`src/rtl/stby_wake_pkg.sv`:
```
package stby_wake_pkg;

  typedef enum logic [1:0] {
    PH_IDLE   = 2'd0,
    PH_STBY   = 2'd1,
    PH_SETTLE = 2'd2
  } phase_t;

  // True when any request line is both active and enabled (up to 32 lines).
  function automatic logic any_enabled(input logic [31:0] req,
                                       input logic [31:0] en);
    return |(req & en);
  endfunction

  // True when the countdown has expired.
  function automatic logic count_done(input logic [31:0] cnt);
    return cnt == 32'd0;
  endfunction

endpackage

```
`src/rtl/wake_irq_sync.sv`:
```
module wake_irq_sync #(
  parameter int N_IRQ = 16
) (
  input  logic             clk,
  input  logic             rst_n,
  input  logic [N_IRQ-1:0] irq_in,
  output logic [N_IRQ-1:0] irq_s
);

  // One two-stage synchronizer per request line.
  for (genvar g = 0; g < N_IRQ; g++) begin : g_line
    logic st1_q, st2_q;
    always_ff @(posedge clk or negedge rst_n) begin
      if (!rst_n) begin
        st1_q <= 1'b0;
        st2_q <= 1'b0;
      end else begin
        st1_q <= irq_in[g];
        st2_q <= st1_q;
      end
    end
    assign irq_s[g] = st2_q;
  end

endmodule

```
`src/rtl/wake_regs.sv`:
```
module wake_regs #(
  parameter int               N_IRQ      = 16,
  parameter int               CNT_W      = 16,
  parameter logic [N_IRQ-1:0] MASK_RST   = 'h7,
  parameter logic [CNT_W-1:0] SETTLE_RST = '0
) (
  input  logic             clk,
  input  logic             rst_n,
  input  logic             hw_stby,
  input  logic             we,
  input  logic             addr,
  input  logic [N_IRQ-1:0] wdata,
  output logic [N_IRQ-1:0] rdata,
  output logic [N_IRQ-1:0] mask_q,
  output logic [CNT_W-1:0] settle_q
);

  localparam logic ADDR_MASK   = 1'b0;
  localparam logic ADDR_SETTLE = 1'b1;

  // The mask register: hardware standby takes priority over a write.
  always_ff @(posedge clk or negedge rst_n) begin
    if (!rst_n)                        mask_q <= MASK_RST;
    else if (hw_stby)                  mask_q <= MASK_RST;
    else if (we && addr == ADDR_MASK)  mask_q <= wdata;
  end

  // The settle count register.
  always_ff @(posedge clk or negedge rst_n) begin
    if (!rst_n)                          settle_q <= SETTLE_RST;
    else if (we && addr == ADDR_SETTLE)  settle_q <= wdata[CNT_W-1:0];
  end

  // Read data for the selected register; the settle value is zero-extended.
  always_comb begin
    if (addr == ADDR_SETTLE) rdata = N_IRQ'(settle_q);
    else                     rdata = mask_q;
  end

endmodule

```
`src/rtl/wake_settle_fsm.sv`:
```
module wake_settle_fsm
  import stby_wake_pkg::*;
#(
  parameter int CNT_W = 16
) (
  input  logic             clk,
  input  logic             rst_n,
  input  logic             hw_stby,
  input  logic             stby_enter,
  input  logic             hit,
  input  logic [CNT_W-1:0] settle_load,
  output phase_t           phase_q,
  output logic [CNT_W-1:0] cnt_q,
  output logic             wake
);

  logic cnt_zero;
  assign cnt_zero = count_done(32'(cnt_q));

  always_ff @(posedge clk or negedge rst_n) begin
    if (!rst_n) begin
      phase_q <= PH_IDLE;
      cnt_q   <= '0;
    end else if (hw_stby) begin
      // Hardware standby abandons any software standby in progress.
      phase_q <= PH_IDLE;
      cnt_q   <= '0;
    end else begin
      unique case (phase_q)
        PH_IDLE:
          if (stby_enter) phase_q <= PH_STBY;
        PH_STBY:
          if (hit) begin
            // First enabled request: load the settling countdown.
            phase_q <= PH_SETTLE;
            cnt_q   <= settle_load;
          end
        PH_SETTLE:
          // New requests are ignored here, so the countdown is not restarted.
          if (cnt_zero) phase_q <= PH_IDLE;
          else          cnt_q   <= cnt_q - CNT_W'(1);
        default:
          phase_q <= PH_IDLE;
      endcase
    end
  end

  assign wake = (phase_q == PH_SETTLE) && cnt_zero;

endmodule

```
`src/rtl/stby_wake_ctrl.sv`:
```
module stby_wake_ctrl
  import stby_wake_pkg::*;
#(
  parameter int               N_IRQ      = 16,
  parameter int               CNT_W      = 16,
  parameter logic [N_IRQ-1:0] MASK_RST   = 'h7,
  parameter logic [CNT_W-1:0] SETTLE_RST = CNT_W'(1024)
) (
  input  logic             clk,
  input  logic             rst_n,
  input  logic             hw_stby,
  input  logic             stby_enter,
  input  logic [N_IRQ-1:0] irq_req,
  input  logic             reg_we,
  input  logic             reg_addr,
  input  logic [N_IRQ-1:0] reg_wdata,
  output logic [N_IRQ-1:0] reg_rdata,
  output logic             wake
);

  // Internal events, brought out as named wires for the checker.
  logic [N_IRQ-1:0] irq_s;
  logic [N_IRQ-1:0] mask_q;
  logic [CNT_W-1:0] settle_q;
  logic [CNT_W-1:0] cnt_q;
  phase_t           phase_q;
  logic             in_stby;
  logic             in_settle;
  logic             hit;

  wake_irq_sync #(.N_IRQ(N_IRQ)) u_sync (
    .clk    (clk),
    .rst_n  (rst_n),
    .irq_in (irq_req),
    .irq_s  (irq_s)
  );

  wake_regs #(
    .N_IRQ      (N_IRQ),
    .CNT_W      (CNT_W),
    .MASK_RST   (MASK_RST),
    .SETTLE_RST (SETTLE_RST)
  ) u_regs (
    .clk      (clk),
    .rst_n    (rst_n),
    .hw_stby  (hw_stby),
    .we       (reg_we),
    .addr     (reg_addr),
    .wdata    (reg_wdata),
    .rdata    (reg_rdata),
    .mask_q   (mask_q),
    .settle_q (settle_q)
  );

  assign in_stby   = (phase_q == PH_STBY);
  assign in_settle = (phase_q == PH_SETTLE);
  // Lines are sampled only in software standby, through the live mask.
  assign hit       = in_stby && any_enabled(32'(irq_s), 32'(mask_q));

  wake_settle_fsm #(.CNT_W(CNT_W)) u_fsm (
    .clk         (clk),
    .rst_n       (rst_n),
    .hw_stby     (hw_stby),
    .stby_enter  (stby_enter),
    .hit         (hit),
    .settle_load (settle_q),
    .phase_q     (phase_q),
    .cnt_q       (cnt_q),
    .wake        (wake)
  );

endmodule

```
`config.mk`:
```
export PLATFORM = sky130hd
export DESIGN_NAME = stby_wake_ctrl
export DESIGN_NICKNAME = d
export VERILOG_FILES = /design/src/rtl/stby_wake_pkg.sv /design/src/rtl/wake_irq_sync.sv /design/src/rtl/wake_regs.sv /design/src/rtl/wake_settle_fsm.sv /design/src/rtl/stby_wake_ctrl.sv
export SDC_FILE = /design/constraint.sdc
export NUM_CORES = 1
export LEC_CHECK = 0
export CAP_MARGIN = 20
export CELL_PAD_IN_SITES_DETAIL_PLACEMENT = 1
export CELL_PAD_IN_SITES_GLOBAL_PLACEMENT = 2
export CORE_UTILIZATION = 35
export DETAILED_ROUTE_END_ITERATION = 16
export GPL_TIMING_DRIVEN = 0
export PLACE_DENSITY_LB_ADDON = 0.1
export REMOVE_ABC_BUFFERS = 1
export SLEW_MARGIN = 20
export SYNTH_ARGS = -nofsm -noshare
export SYNTH_HDL_FRONTEND = slang
export SYNTH_SLANG_ARGS = --single-unit
```
`constraint.sdc`:
```
create_clock -name clk -period 3.2 [get_ports clk]
set_clock_uncertainty 0.15 [all_clocks]
set_input_delay 0.48 -clock clk [delete_from_list [all_inputs] [get_ports clk]]
set_output_delay 0.48 -clock clk [all_outputs]
set_load 0.1 [all_outputs]
```
Word level (Yosys, flattened, before mapping)
Cells that the tools add are included.
- register bits: 82
- logic and storage cells: 68
- $add $sub $neg: 1
- equal/unequal tests: 6
- mux-type cells: 12
- bitwise logic cells: 2
- reduce and logical (&&, ||, !) cells: 11
- operator list (kind ; count):
    $mux 16 ; 6
    $pmux 16 s2 ; 1
    $reduce_or 32->1 ; 1
    $and 16x16->16 ; 1
    $logic_not 16->1 ; 1
    $sub 16x1->16 const B ; 1
    $mux 2 ; 4
    $ne 3x2->1 const B ; 2
    $ne 3x3->1 const B ; 2
    $pmux 2 s3 ; 1
    $reduce_and 3->1 ; 2
    $logic_and 1x1->1 ; 4
    $reduce_bool 3->1 ; 1
    $eq 2x1->1 const B ; 1
    $eq 2x2->1 const B ; 1
    $logic_not 2->1 ; 1
    $reduce_bool 2->1 ; 1
    $not 1->1 ; 1

Logic depth before layout (Yosys ltp)
- depth after elaboration: 6
- depth in mapped cells: 8

By module
A second synthesis with hierarchy kept.
- cell total of the unflattened synthesis: 345
- area total of the unflattened synthesis: 3965.1 µm²
- by module, submodules not included (module ; instances ; cells an instance ; area each (µm²)):
    wake_regs ; 1 ; 124 ; 1620.3
    wake_settle_fsm ; 1 ; 163 ; 1313.8
    wake_irq_sync ; 1 ; 48 ; 920.9
    stby_wake_ctrl ; 1 ; 10 ; 110.1

Least setup slack after synthesis
OpenSTA, ideal clock, no wires.
- path type: register to output
- from: register u_fsm.cnt_q[0]
- to: output port wake
- arrival: 2.420 ns
- slack: 0.150 ns
- cell stages (with the launch flop): 6
- cell sequence: dfrtp_1 > inv_1 > ha_1 > nor3b_2 > nand4_4 > nor2_1
- word-level cells in the longest chain between the ends: 2
- RTL lines (element ; RTL line ; RTL):
    from (decl) ; wake_settle_fsm.sv:13 ; output logic [CNT_W-1:0] cnt_q,
    from (signal assigned) ; wake_settle_fsm.sv:36 ; cnt_q <= settle_load;
    from (signal assigned) ; wake_settle_fsm.sv:41 ; else cnt_q <= cnt_q - CNT_W'(1);
    $logic_not 16->1 ; stby_wake_pkg.sv:17 ; return cnt == 32'd0;
    $logic_and 1x1->1 ; wake_settle_fsm.sv:48 ; assign wake = (phase_q == PH_SETTLE) && cnt_zero;
    to (decl) ; stby_wake_ctrl.sv:18 ; output logic wake
Every way passes these cells.

Worst setup path after layout
- from: input port reg_addr
- to: output port reg_rdata[5]
- word-level cells in the longest chain between the ends: 1
- RTL lines (element ; RTL line ; RTL):
    from (decl) ; stby_wake_ctrl.sv:15 ; input logic reg_addr,
    $mux 16 ; wake_regs.sv:36 ; if (addr == ADDR_SETTLE) rdata = N_IRQ'(settle_q);
    to (decl) ; stby_wake_ctrl.sv:17 ; output logic [N_IRQ-1:0] reg_rdata,
Every way passes these cells.

==> reports/qor.yml <==
route:
  drt-initial-drc-count: 89
  drt_drc_violations_left: 0
  wl_per_cell_um: 19.2
  vias_per_cell: 5.30
  wl_um: 9780
  dr.pass1.iters: 4
  ant_nets: 0
  vias: 2698
layout:
  fin_util_pct: 45.3
  area_growth_pct: 23.9
  fillers: 1077
  n_antenna_cell: 0
  seqCellArea_um2: 2060
  drive_above_1_share_pct: 18.9
  multi_input_area_um2: 1470
  nets: 410
  final_area_um2: 4490
logic_synthesis:
  syn_area_per_cell_um2: 11.2
  synthCells: 322
  netlist.area_leader.share_pct: 53.9
  synth-seq-cells: 82
  synthDistinctLibCells: 48
  yosysTopAreaCell: "dfrtp_1"
  synth-edff-count: 0
  ys_top_cells_by_area: "dfrtp_1 (54%), mux2_2 (10%), nand2_1 (5.5%)"
  synth-seq-area-share_pct: 56.8
  yosys_warnings: 0
  synth_top_flop_cell: "dfrtp_1"
  syn_area_um2: 3620
  synthArstFlopShare_pct: 100
global_routing:
  grt_max_degree: 53
  grt_pass1_vias: 2959
  grt.total_usage_pct: 19.5
  globalRouteOverflowTotal: 0
  grt_pass1_wl_um: 16200
  antenna_found_initial: 0
clocking:
  htreeDepth: 3
  ctsLongestPathBuffers: 2
  clk_latency_ns: 0.36
  cts_buffers: 9
  cts.sinks: 82
  clk_pin_slew_ns: 0.09
  root_buffer: "clkbuf_8"
  cts_tree: "yes"
pwr:
  power-per-cell-area_nw_per_um2: 614
  p_seq_share_pct: 45.4
  combPwrFrac_pct: 26.2
  p_int_uw: 1770
  switching_share_pct: 35.9
  vdd_ir_drop_max_mv: 0.266
  share_clk_of_total_power_pct: 28.4
  leakagePower_uw: 0.00192
  finalPower_uw: 2760
  power_switching_uw: 991
sta:
  hold_ws_ns: 0.206
  max_freq_mhz: 325
  rsz0062_at_grt: "no"
  hold_viol_final: 0
  finalCritPeriodShare_pct: 96.2
  slew_headroom_pct: 27.8
  finalMaxSlewViolations: 0
  period_minus_slack_ns: 3.08
  setup_violations: 0
  tightest_slew_ns: 1.08
place:
  post_dp_cell_area_um2: 4300
  gp_congestion: 0.726
  io_buffers: 54
  hpwlAfterDp_um: 6680
floorplan:
  coreArea_um2: 9910
  rows: 36
  die-area_um2: 10800
  initial_utilization_pct: 36.5
  die_w_um: 104
  pin_count: 55
  die_h_um: 104
worst_setup_path:
  cp-end-kind: "primary output"
  crit_path_start_kind: "input port"
  critical_path_required_ns: 2.57
  critPathArrivalTime_ns: 2.45
  path_max_fanout: 19
  crit_type: "in -> out"
job:
  maxCapViolations: 0
outcome:
  status: "completed"
worst_hold_path:
  hold_class: "reg -> reg"
repair_timing:
action / 4_1_cts / 5_1_grt
gates resized for setup: 20 / 3
setup endpoints to repair: 17 / 11
buffers inserted: 0 / 0
hold buffers: 1 / 0
endpoints found under the hold margin: 28 / 0
power groups by stage:
stage	sequential (µW)	combinational, µW	clock, µW
floorplan	1240	522	0
global placement	1270	728	0
detailed placement	1270	748	0
CTS	1250	733	813
global route	1270	784	842
finish	1250	723	783
cell usage after synthesis (2+ instances only):
library cell,instances
a21oi_1,22
a22o_1,9
a22oi_1,8
a311oi_1,2
buf_1,2
clkbuf_1,15
dfrtp_1,78
dfstp_2,4
inv_1,5
mux2_2,32
nand2_1,53
nand2b_1,2
nand3_1,17
nand3b_1,3
nand4_1,3
nor2_1,15
nor2b_1,2
nor3_1,2
nor4_1,2
nor4_2,3
nor4_4,2
o211ai_1,3
o21ai_0,7
o31ai_1,6
or4_1,2
sequential cells by signal, indices dropped and copies added, names as in the netlist:
| signal | cells |
|---|---|
| u_fsm.cnt_q | 16 |
| u_regs.mask_q | 16 |
| u_regs.settle_q | 16 |
| u_sync.g_line.st1_q | 16 |
| u_sync.g_line.st2_q | 16 |
| u_fsm.phase_q | 2 |
path summary, 6_finish.rpt:
check	startpoint	endpoint	slack (ns)	cells past startpoint
worst max register to register	u_fsm.phase_q[0]$_DFFE_PN0P_	u_fsm.cnt_q[14]$_DFFE_PN0P_	0.46	5
worst min register to register	u_sync.g_line[15].st1_q$_DFF_PN0_	u_sync.g_line[15].st2_q$_DFF_PN0_	0.21	0
min in group asynchronous	rst_n	u_regs.settle_q[8]$_DFFE_PN0P_	0.46	2
worst max-delay path	reg_addr	reg_rdata[5]	0.12	3
worst min-delay path	u_sync.g_line[15].st1_q$_DFF_PN0_	u_sync.g_line[15].st2_q$_DFF_PN0_	0.21	0
max in group asynchronous	rst_n	u_regs.mask_q[2]$_DFFE_PN1P_	1.78	3
worst max-delay path, stage by stage:
cell and delay [ns]:
clkdlybuf4s15_1 0.79, mux2_2 0.31, dlygate4sd2_1 0.86
metal layers:
metal / up-vias / GRT usage, % / part of all wire [%] / wire (µm)
met1: 1393 / 27.1 / 49 / 4790
met2: 44 / 31.4 / 47 / 4620
li1: 1250 / - / - / -
met5: - / 0 / 0 / 0
met3: 11 / 3.21 / 2.5 / 247
met4: 0 / 5.51 / 1.2 / 117
placed cells by master (no fill, tap or decap), types with 2 or more instances in the layout:
cell and count:
mux2_2 32, o211ai_1 3, clkinv_4 3, nor2_1 15, nor4_1 2, nand3b_1 3
dlygate4sd2_1 16, a22o_1 9, nand2b_1 2, dfstp_2 4, a21oi_1 22, buf_16 2
nand3_1 17, inv_6 2, nor3_1 2, a311oi_1 2, nand4_1 3, a22oi_1 8
inv_1 5, nor4_4 2, o21ai_0 7, clkbuf_8 9, nor4_2 3, nand2_1 53
clkdlybuf4s50_1 34, dfrtp_1 78, o31ai_1 6, buf_2 2, or4_1 2
through the flow:
stage / setup TNS, ns / instances / worst slack, ns
after floorplan: 0 / 303 / 0.150
after global placement: -146.74 / 490 / -1.60
after detailed placement: -8.50 / 492 / -0.501
after CTS: 0 / 509 / 0.0471
after global routing: 0 / 509 / 0.0103
final: 0 / 509 / 0.122
final cells by class:
cell class	instances	share of cell area, %
multi-input cells	216	32.8
inverters	5	0.418
clock buffers	10	2.84
clock inverters	6	1.64
flip-flops and latches	82	45.8
well taps	133	3.71
repair buffers	57	12.8
cell families (layout without fill, tap and decap cells):
group,after synthesis,in the layout,synth area share (%)
AND/OR/NAND/NOR,113,113,16.6
flip-flops,82,82,56.8
AO/OA/AOI/OAI,68,68,13.0
multiplexers,33,33,10.4
buffers and inverters,24,78,2.63
adder cells (fa/ha/maj),1,1,0.345
XOR/XNOR,1,1,0.242
Note: power is estimated with default switching activity, not from simulation.
